## src/rtl/irqc_pkg.sv

```systemverilog
package irqc_pkg;
  localparam int PAIRS   = 2;
  localparam int NSRC    = 2 * PAIRS + 1;
  localparam int IDX_W   = $clog2(NSRC);
  localparam int LVLS    = 2;
  localparam int GIE_BIT = 7;

  typedef logic [NSRC-1:0] src_vec_t;

  function automatic src_vec_t pick_first(input src_vec_t r);
    return r & (~r + 1'b1);
  endfunction

  function automatic logic [IDX_W-1:0] oh_to_idx(input src_vec_t oh);
    logic [IDX_W-1:0] idx;
    idx = '0;
    for (int k = 0; k < NSRC; k++) begin
      if (oh[k]) idx = idx | IDX_W'(k);
    end
    return idx;
  endfunction
endpackage

```

## src/rtl/irqc_req_latch.sv

```systemverilog
module irqc_req_latch
  import irqc_pkg::*;
(
  input  logic             clk,
  input  logic             rst_n,
  input  logic             stb,
  input  logic [PAIRS-1:0] pin_n,
  input  logic [PAIRS-1:0] edge_sel,
  input  logic [PAIRS-1:0] ovf,
  input  logic             ser_rx,
  input  logic             ser_tx,
  input  src_vec_t         clr,
  output src_vec_t         flags
);
  logic [PAIRS-1:0] prev_q, prev_d;
  logic [PAIRS-1:0] lat_q, lat_d;
  logic [PAIRS-1:0] tf_q, tf_d;

  always_comb begin
    prev_d = prev_q;
    lat_d  = lat_q;
    tf_d   = tf_q;
    for (int i = 0; i < PAIRS; i++) begin
      if (stb) prev_d[i] = pin_n[i];
      if (stb && edge_sel[i] && prev_q[i] && !pin_n[i]) lat_d[i] = 1'b1;
      else if (clr[2*i])                                lat_d[i] = 1'b0;
      if (ovf[i])            tf_d[i] = 1'b1;
      else if (clr[2*i+1])   tf_d[i] = 1'b0;
    end
  end

  always_ff @(posedge clk or negedge rst_n) begin
    if (!rst_n) begin
      prev_q <= '1;
      lat_q  <= '0;
      tf_q   <= '0;
    end else begin
      prev_q <= prev_d;
      lat_q  <= lat_d;
      tf_q   <= tf_d;
    end
  end

  generate
    for (genvar g = 0; g < PAIRS; g++) begin : g_pair
      assign flags[2*g]   = edge_sel[g] ? lat_q[g] : ~pin_n[g];
      assign flags[2*g+1] = tf_q[g];
    end
  endgenerate
  assign flags[NSRC-1] = ser_rx | ser_tx;
endmodule

```

## src/rtl/irqc_cfg_regs.sv

```systemverilog
module irqc_cfg_regs
  import irqc_pkg::*;
#(
  parameter int DW = 8
) (
  input  logic          clk,
  input  logic          rst_n,
  input  logic          we,
  input  logic          sel,
  input  logic [DW-1:0] wdata,
  output logic          gie,
  output src_vec_t      src_en,
  output src_vec_t      src_pri
);
  logic     gie_d;
  src_vec_t en_d, pri_d;

  always_comb begin
    gie_d = gie;
    en_d  = src_en;
    pri_d = src_pri;
    if (we) begin
      if (sel) begin
        pri_d = wdata[NSRC-1:0];
      end else begin
        en_d  = wdata[NSRC-1:0];
        gie_d = wdata[GIE_BIT];
      end
    end
  end

  always_ff @(posedge clk or negedge rst_n) begin
    if (!rst_n) begin
      gie     <= 1'b0;
      src_en  <= '0;
      src_pri <= '0;
    end else begin
      gie     <= gie_d;
      src_en  <= en_d;
      src_pri <= pri_d;
    end
  end
endmodule

```

## src/rtl/irqc_poll.sv

```systemverilog
module irqc_poll
  import irqc_pkg::*;
#(
  parameter int VEC_W      = 16,
  parameter int VEC_BASE   = 3,
  parameter int VEC_STRIDE = 8
) (
  input  logic             clk,
  input  logic             rst_n,
  input  logic             stb,
  input  logic             last,
  input  logic             reti,
  input  logic             cfgwr,
  input  src_vec_t         flags,
  input  logic             gie,
  input  src_vec_t         src_en,
  input  src_vec_t         src_pri,
  input  logic [LVLS-1:0]  in_svc,
  output src_vec_t         grant_oh,
  output logic             grant_any,
  output logic             grant_lvl,
  output logic             ack,
  output logic [VEC_W-1:0] vec,
  output logic             lvl
);
  src_vec_t         snap_q, snap_d;
  src_vec_t         hi_req, lo_req;
  logic             open_win, pick_hi, pick_lo;
  logic [IDX_W-1:0] g_idx;
  logic [VEC_W-1:0] vec_d;
  logic             lvl_d;

  always_comb begin
    hi_req    = snap_q & src_pri;
    lo_req    = snap_q & ~src_pri;
    open_win  = stb && last && !reti && !cfgwr;
    pick_hi   = open_win && !in_svc[1] && (|hi_req);
    pick_lo   = open_win && (in_svc == '0) && !pick_hi && (|lo_req);
    grant_oh  = pick_hi ? pick_first(hi_req) : (pick_lo ? pick_first(lo_req) : '0);
    grant_any = pick_hi || pick_lo;
    grant_lvl = pick_hi;
    g_idx     = oh_to_idx(grant_oh);
    snap_d    = stb ? ((flags & src_en & {NSRC{gie}}) & ~grant_oh) : snap_q;
    vec_d     = grant_any ? VEC_W'(VEC_BASE + int'(g_idx) * VEC_STRIDE) : vec;
    lvl_d     = grant_any ? grant_lvl : lvl;
  end

  always_ff @(posedge clk or negedge rst_n) begin
    if (!rst_n) begin
      snap_q <= '0;
      ack    <= 1'b0;
      vec    <= '0;
      lvl    <= 1'b0;
    end else begin
      snap_q <= snap_d;
      ack    <= grant_any;
      vec    <= vec_d;
      lvl    <= lvl_d;
    end
  end
endmodule

```

## src/rtl/irqc_svc.sv

```systemverilog
module irqc_svc
  import irqc_pkg::*;
(
  input  logic            clk,
  input  logic            rst_n,
  input  logic            stb,
  input  logic            last,
  input  logic            reti,
  input  logic            grant_any,
  input  logic            grant_lvl,
  output logic [LVLS-1:0] in_svc
);
  logic [LVLS-1:0] svc_d;

  always_comb begin
    svc_d = in_svc;
    if (grant_any) begin
      svc_d[grant_lvl] = 1'b1;
    end else if (stb && reti && last) begin
      if (in_svc[1]) svc_d[1] = 1'b0;
      else           svc_d[0] = 1'b0;
    end
  end

  always_ff @(posedge clk or negedge rst_n) begin
    if (!rst_n) in_svc <= '0;
    else        in_svc <= svc_d;
  end
endmodule

```

## src/rtl/irq_vec_ctrl.sv

```systemverilog
module irq_vec_ctrl
  import irqc_pkg::*;
#(
  parameter int VEC_W      = 16,
  parameter int VEC_BASE   = 3,
  parameter int VEC_STRIDE = 8,
  parameter int CFG_W      = 8
) (
  input  logic                 clk,
  input  logic                 rst_n,
  input  logic                 cyc_stb,
  input  logic                 last_cyc,
  input  logic                 reti_cyc,
  input  logic                 cfg_wr_cyc,
  input  logic                 cfg_we,
  input  logic                 cfg_sel,
  input  logic [CFG_W-1:0]     cfg_wdata,
  input  logic [PAIRS-1:0]     ext_pin_n,
  input  logic [PAIRS-1:0]     ext_edge_sel,
  input  logic [PAIRS-1:0]     tmr_ovf,
  input  logic                 ser_rx_flag,
  input  logic                 ser_tx_flag,
  output logic                 irq_ack,
  output logic [VEC_W-1:0]     irq_vec,
  output logic                 irq_lvl,
  output logic [LVLS-1:0]      in_svc,
  output logic [NSRC-1:0]      req_flags
);
  logic [1:0] rst_pipe;
  logic       rst_core_n;
  logic       gie;
  src_vec_t   src_en, src_pri, grant_oh;
  logic       grant_any, grant_lvl;

  always_ff @(posedge clk or negedge rst_n) begin
    if (!rst_n) rst_pipe <= '0;
    else        rst_pipe <= {rst_pipe[0], 1'b1};
  end
  assign rst_core_n = rst_pipe[1];

  irqc_req_latch u_req (
    .clk(clk), .rst_n(rst_core_n), .stb(cyc_stb),
    .pin_n(ext_pin_n), .edge_sel(ext_edge_sel), .ovf(tmr_ovf),
    .ser_rx(ser_rx_flag), .ser_tx(ser_tx_flag),
    .clr(grant_oh), .flags(req_flags)
  );

  irqc_cfg_regs #(.DW(CFG_W)) u_cfg (
    .clk(clk), .rst_n(rst_core_n), .we(cfg_we), .sel(cfg_sel),
    .wdata(cfg_wdata), .gie(gie), .src_en(src_en), .src_pri(src_pri)
  );

  irqc_poll #(.VEC_W(VEC_W), .VEC_BASE(VEC_BASE), .VEC_STRIDE(VEC_STRIDE)) u_poll (
    .clk(clk), .rst_n(rst_core_n), .stb(cyc_stb), .last(last_cyc),
    .reti(reti_cyc), .cfgwr(cfg_wr_cyc), .flags(req_flags),
    .gie(gie), .src_en(src_en), .src_pri(src_pri), .in_svc(in_svc),
    .grant_oh(grant_oh), .grant_any(grant_any), .grant_lvl(grant_lvl),
    .ack(irq_ack), .vec(irq_vec), .lvl(irq_lvl)
  );

  irqc_svc u_svc (
    .clk(clk), .rst_n(rst_core_n), .stb(cyc_stb), .last(last_cyc),
    .reti(reti_cyc), .grant_any(grant_any), .grant_lvl(grant_lvl),
    .in_svc(in_svc)
  );
endmodule

```

## config.mk

```make
export PLATFORM = sky130hd
export DESIGN_NAME = irq_vec_ctrl
export DESIGN_NICKNAME = d
export VERILOG_FILES = /design/src/rtl/irqc_pkg.sv /design/src/rtl/irqc_req_latch.sv /design/src/rtl/irqc_cfg_regs.sv /design/src/rtl/irqc_poll.sv /design/src/rtl/irqc_svc.sv /design/src/rtl/irq_vec_ctrl.sv
export SDC_FILE = /design/constraint.sdc
export NUM_CORES = 1
export LEC_CHECK = 0
export ABC_AREA = 1
export BUFFER_PORTS_ARGS = -buffer_cell sky130_fd_sc_hd__buf_2
export CORE_MARGIN = 4
export CORE_UTILIZATION = 55
export DETAILED_ROUTE_END_ITERATION = 6
export PLACE_DENSITY_LB_ADDON = 0.25
export SETUP_SLACK_MARGIN = 0.15
export SYNTH_ARGS = -nofsm -noshare
export SYNTH_HDL_FRONTEND = slang
export SYNTH_SLANG_ARGS = --single-unit
```

## constraint.sdc

```tcl
create_clock -name clk -period 1.5 [get_ports clk]
set_input_delay 0.15 -clock clk [delete_from_list [all_inputs] [get_ports clk]]
set_output_delay 0.15 -clock clk [all_outputs]
set_load 0.05 [all_outputs]
```

==> results of run 1 <==
## cell type report
cell class                 count  share of cell area
multi-input combinational    140              0.3785
inverter                      31             0.05841
tap                           44             0.02570
sequential                    32              0.3762
clock inverter                 2            0.004673
timing repair buffer          48              0.1326
clock buffer                   6             0.02395
## through the flow
step           hold WS, ns    util  instance area (sq um)
2_1_floorplan      -0.1456       -                   1785
6_report           0.03037  0.7074                   2142
4_1_cts            0.02165  0.6868                   2079
3_5_place_dp      -0.06250  0.6384                   1933
3_3_place_gp      -0.06292  0.6384                   1933
5_1_grt            0.01879  0.7074                   2142
## flip-flops by register name, indices dropped and copies added, names as in the netlist, named ones only
| name | cells |
|---|---|
| u_cfg.src_pri | 5 |
| rst_pipe | 2 |
| u_poll.lvl | 1 |
| u_poll.vec | 4 |
| u_svc.in_svc | 1 |
| u_req.lat_q | 2 |
| u_req.prev_q | 2 |
| u_cfg.gie | 1 |
| u_poll.snap_q | 5 |
| u_poll.ack | 1 |
| u_cfg.src_en | 5 |
| u_req.tf_q | 2 |
## synthesized netlist by cell type
library cell / n / area share
o21bai_1: 2 / 0.0086
or2_2: 2 / 0.0072
o21ai_0: 15 / 0.043
inv_1: 28 / 0.060
inv_4: 1 / 0.0036
a21oi_1: 1 / 0.0029
nor2_2: 1 / 0.0036
nand4_2: 1 / 0.0072
nor2_4: 1 / 0.0065
conb_1: 2 / 0.0043
nand2_4: 6 / 0.039
nor3b_1: 2 / 0.0086
nand3_4: 1 / 0.010
buf_6: 1 / 0.0065
inv_2: 1 / 0.0022
clkinv_2: 1 / 0.0029
nand3b_1: 1 / 0.0043
nand3_1: 9 / 0.026
nand2_1: 49 / 0.11
nor2_1: 13 / 0.028
clkbuf_1: 1 / 0.0022
dfrtp_1: 30 / 0.43
nor3_1: 4 / 0.012
a21boi_0: 1 / 0.0043
nand4_1: 4 / 0.014
buf_4: 12 / 0.052
nor2_8: 2 / 0.023
nand2_2: 10 / 0.036
or2_1: 1 / 0.0036
dfstp_2: 2 / 0.030
and3_1: 1 / 0.0036
mux2_2: 1 / 0.0065
## logic make-up after synthesis
logic type             count (synthesis)  synth area share
other                                  2          0.004321
AND/OR/NAND/NOR                      108            0.3384
flip-flops                            32            0.4622
buffers and inverters                 45            0.1296
AO/OA/AOI/OAI                         19           0.05903
multiplexers                           1          0.006479
## report_power, final
part	switching [uW]	internal [uW]
clock network	277	223
registers	83.7	994
logic	625	231
## path summary, 6_finish.rpt
path,startpoint,endpoint
max in group asynchronous,rst_pipe[1]$_DFF_PN0_,u_req.prev_q[1]$_DFFE_PN1P_
worst min register to register,rst_pipe[1]$_DFF_PN0_,u_cfg.src_en[1]$_DFFE_PN0P_
worst max register to register,u_poll.snap_q[2]$_DFFE_PN0P_,u_poll.vec[4]$_DFFE_PN0P_
worst min-delay path,tmr_ovf[1],u_req.tf_q[1]$_DFFE_PN0P_
worst max-delay path,u_poll.snap_q[2]$_DFFE_PN0P_,u_poll.vec[4]$_DFFE_PN0P_
min in group asynchronous,rst_n,rst_pipe[0]$_DFF_PN0_
## repair_timing
item,in CTS,in global routing
setup endpoints to repair,13,16
pin swaps,14,6
endpoints found under the hold margin,2,0
hold buffers,1,0
resized for setup,13,11
buffers inserted,5,4
## metal layers
metal	track usage	wire, um	vias to the layer above
met1	0.2226	1463	621
met5	0	0	-
met3	0.05448	200	11
li1	-	-	723
met4	0.08707	95	0
met2	0.2581	1471	40
## worst register-to-register path: cells and delay by family (launching register included)
| family | cells | cell delay [ns] |
|---|---|---|
| and+or+nand+nor | 9 | 0.69 |
| DFF | 1 | 0.44 |
| buffers and inverters | 1 | 0.12 |
==> reports/results.ini, run 1 <==
[status]
outcome=complete, no violations

[setup_path]
worstSetupEndpointType=flop
cp-start-kind=flop
arrival_ns=1.58
critical_path_depth=10
worstPathRequired_ns=1.72
r2r_slack_ns=0.14
critPathSlowestCell=dfrtp_1
cp.buffers_inverters=1
crit_type=reg2reg
crit_path_max_incr_delay_ns=0.44
crit_family=simple AND/OR/NAND/NOR gates
cp_max_fo=5
r2r_cells=10
path_cells=nand2_2 > nand2_2 > nor2_4 > nand2_4 > nand2_8 > buf_6 > nand4_1 > nand2_1 > nor2_1 > nand2_1

[timing]
timing.setup.tns_ns=0
slew_viol_final=0
rsz0062_at_grt=true
hold_viol_final=0
finalSetupViolCount=0
fin_crit_ns=1.361
fmax_mhz=734.9
setup_ws_ns=0.1392
finClkSkew_ns=0.006768
fin_crit_sh=0.9072

[layout]
fin_nets=282
multi_input_area_sq_um=810.8
drive_above_1_share=0.3900
area_delta_synth_final_pct=23.25
final_common_cell=nand2_1
fillCellCount=255
layout_common_cells=nand2_1, buf_2, dfrtp_1
register_area_sq_um=805.8
stdcell_count=303
antenna_cells=0

[place]
place.gp.congestion=0.8981
preCtsSetupSlack_ns=0.1102
port_buffers=35
hpwl_um=2561
dp_cells=285

[synth]
yosysUniqueCellTypes=32
ys_seq_area_frac=0.4622
synth_cells=207
synth_seq_cells=32
avgSynthCellArea_sq_um=8.396
yosysWarnings=0
synth.cell_area_sq_um=1738

[hold_path]
min_path_type=in2reg
hold-path-cell-count=2

[cts]
cts_tree=yes
clock-sinks=32
cts_buffer_depth=2
path_clk_slew_ns=0.09
clk_latency_ns=0.33
cts_root_buf=clkbuf_4
numCtsBuffers=5
cts-htree-levels=2

[global_routing]
grt_pass1_wl_um=5430
grt_max_degree=16
grt_pass1_vias=1290
track_usage=0.1720
antenna_found_initial=0
overflow=0

[pwr]
leakagePower_uw=0.001248
fin_total_pwr_uw=2433
pwr_density_cell_nw_per_um2=1136
ir_drop_uv=589.5

[drt]
vias_per_cell=4.604
routedWlPerCell_um=10.67
dr.pass1.iters=4
drt_wl_total_um=3232
detail-route-antenna-nets=0
drt_iter0_drc=71
drc=0
vias=1395

[floorplan]
std_cell_rows=20
die_y_um=64.21
core_sq_um=3028
die_w_um=64.21
start_util=0.5740
dieArea_sq_um=4123
ios=49

[flow_run]
maxCapViolCount=0

(Power assumes the default switching activity.)
==> run 2: changes to the inputs <==
CORE_UTILIZATION = 46   (was 55)
clock period = 1.18 ns   (was 1.5 ns; I/O delays follow)
==> run 2 against run 1 <==
Effect of this change: the flow now finishes with violations (negative setup slack); core utilization down 4.2 points; clock power up 85%; combinational power up 52%; sequential power up 29%; routed wire length up 26%; non-clock buffer count up 17.
==> reports/results.ini, run 2 (same netlist as run 1, synthesis figures left out) <==
[status]
outcome=finished with violations
violations=negative setup slack

[layout]
stdcell_count=324
drive_above_1_share=0.4783
area_delta_synth_final_pct=40.17
fin_nets=299
antenna_cells=0
final_common_cell=nand2_1
reg.largest.list=u_cfg.src_en x5, u_cfg.src_pri x5, u_poll.snap_q x5
final_core_util=0.6654
fillCellCount=306
layout_common_cells=nand2_1, buf_4, dfrtp_1

[setup_path]
cp-start-kind=flop
r2r_cells=10
cp_max_fo=3
worstSetupEndpointType=flop
arrival_ns=1.59
worstPathRequired_ns=1.35
worst_r2r_startpoint=u_poll.snap_q[2]$_DFFE_PN0P_
critPathLaunch=u_poll.snap_q[2]$_DFFE_PN0P_
worstReg2RegEnd=u_poll.vec[4]$_DFFE_PN0P_
r2r_slack_ns=-0.24
crit_type=reg2reg

[place]
place.gp.congestion=0.8428
port_buffers=35
preCtsSetupSlack_ns=-0.2180
hpwl_um=2812
dp_cells=303

[hold_path]
hold-path-endpoint=u_req.tf_q[0]$_DFFE_PN0P_
min_path_type=in2reg
hold_path_startpoint=tmr_ovf[0]
hold-path-cell-count=2

[drt]
drc=0
drt_wl_total_um=4066
vias=1485
routedWlPerCell_um=12.55
vias_per_cell=4.583
detail-route-antenna-nets=0
drt_iter0_drc=56
dr.pass1.iters=4

[global_routing]
antenna_found_initial=0
grt_max_degree=31
grt_pass1_wl_um=6403
overflow=0
track_usage=0.1680
grt_pass1_vias=1464

[cts]
clk_latency_ns=0.28
numCtsBuffers=5
cts_tree=yes
clock-sinks=32
cts_root_buf=clkbuf_8
cts-htree-levels=2
cts_buffer_depth=2
path_clk_slew_ns=0.06

[timing]
hold_viol_final=0
rsz0062_at_grt=true
fmax_mhz=704.6
finalSetupViolCount=17
slew_viol_final=0
timing.setup.tns_ns=-3.353
setup_ws_ns=-0.2392
fin_crit_sh=1.203
finClkSkew_ns=0.003957
fin_crit_ns=1.419

[pwr]
p_switching_uw=1373
fin_total_pwr_uw=3612
power.share.combinational=0.359
swShare=0.3802
pwr_density_cell_nw_per_um2=1482
leakagePower_uw=0.001393
p_int_uw=2239
ir_drop_uv=950.5
seqPwrFrac=0.386
clock_power_share=0.255

[floorplan]
dieArea_sq_um=4825
die_y_um=69.47
ios=49
core_sq_um=3661
start_util=0.4747
std_cell_rows=22
die_w_um=69.47

[flow_run]
maxCapViolCount=0

[run 2: changes by cell type in the layout (fill, tap and decap cells not counted), moves of 5 or more]
cell,delta
nand2_1,-5
buf_4,+15
buf_2,-8
buf_6,+8
clkbuf_8,+6
[run 2: routing by layer]
metal / global-route usage / part of all wire / vias to the layer above
li1: - / - / 759
met1: 0.2004 / 0.43 / 683
met2: 0.2839 / 0.50 / 34
met3: 0.04203 / 0.044 / 9
met4: 0.07592 / 0.025 / 0
met5: 0 / 0 / -
[run 2: timing repair]
item / CTS / global route
setup endpoints to repair: 24 / 25
pin swaps: 12 / 5
buffers inserted: 6 / 6
hold buffers: 1 / 0
hold endpoints to repair: 2 / 0
gates resized for setup: 31 / 28
[run 2: critical path, stage by stage (launching register included)]
cell and delay, ns:
dfrtp_1 0.44, nand2_2 0.12, nand2_2 0.07, nor2_4 0.13, nand2_4 0.10, nor2_8 0.12
nand2_4 0.09, nand2_4 0.10, inv_4 0.04, nand2_1 0.05, nand2_1 0.05
[run 2: cell type report]
cell class,count,area [sq um],area share
multi-input combinational,140,869.6,0.3570
sequential,32,805.8,0.3308
timing repair buffer,65,474.2,0.1947
inverter,31,126.4,0.05187
clock buffer,8,100.1,0.04109
tap,48,60.06,0.02465
[run 2: how the worst max path moves through the flow]
stage,end,slack [ns],cells past startpoint
floorplan,u_req.lat_q[1]$_DFFE_PN0P_,-0.17,10
finish,u_poll.vec[4]$_DFFE_PN0P_,-0.24,10
global route,u_poll.vec[4]$_DFFE_PN0P_,-0.34,9
detailed placement,u_poll.vec[3]$_DFFE_PN0P_,-0.22,10
CTS,u_poll.vec[3]$_DFFE_PN0P_,-0.20,10
global placement,u_poll.snap_q[1]$_DFFE_PN0P_,-0.18,8
[run 2: per-stage QoR]
stage,cell area (sq um),hold slack [ns]
final,2436,0.04829
after global routing,2436,0.05204
after CTS,2288,0.04128
after detailed placement,2043,-0.09632
after global placement,2043,-0.09511
after floorplan,1785,-0.1776
[run 2: power groups by stage]
stage	combinational [uW]	clock [uW]	sequential [uW]
3_3_place_gp	1080	0	1380
3_5_place_dp	1100	0	1380
5_1_grt	1390	999	1420
2_1_floorplan	574	0	1650
6_report	1300	923	1390
4_1_cts	1180	944	1370
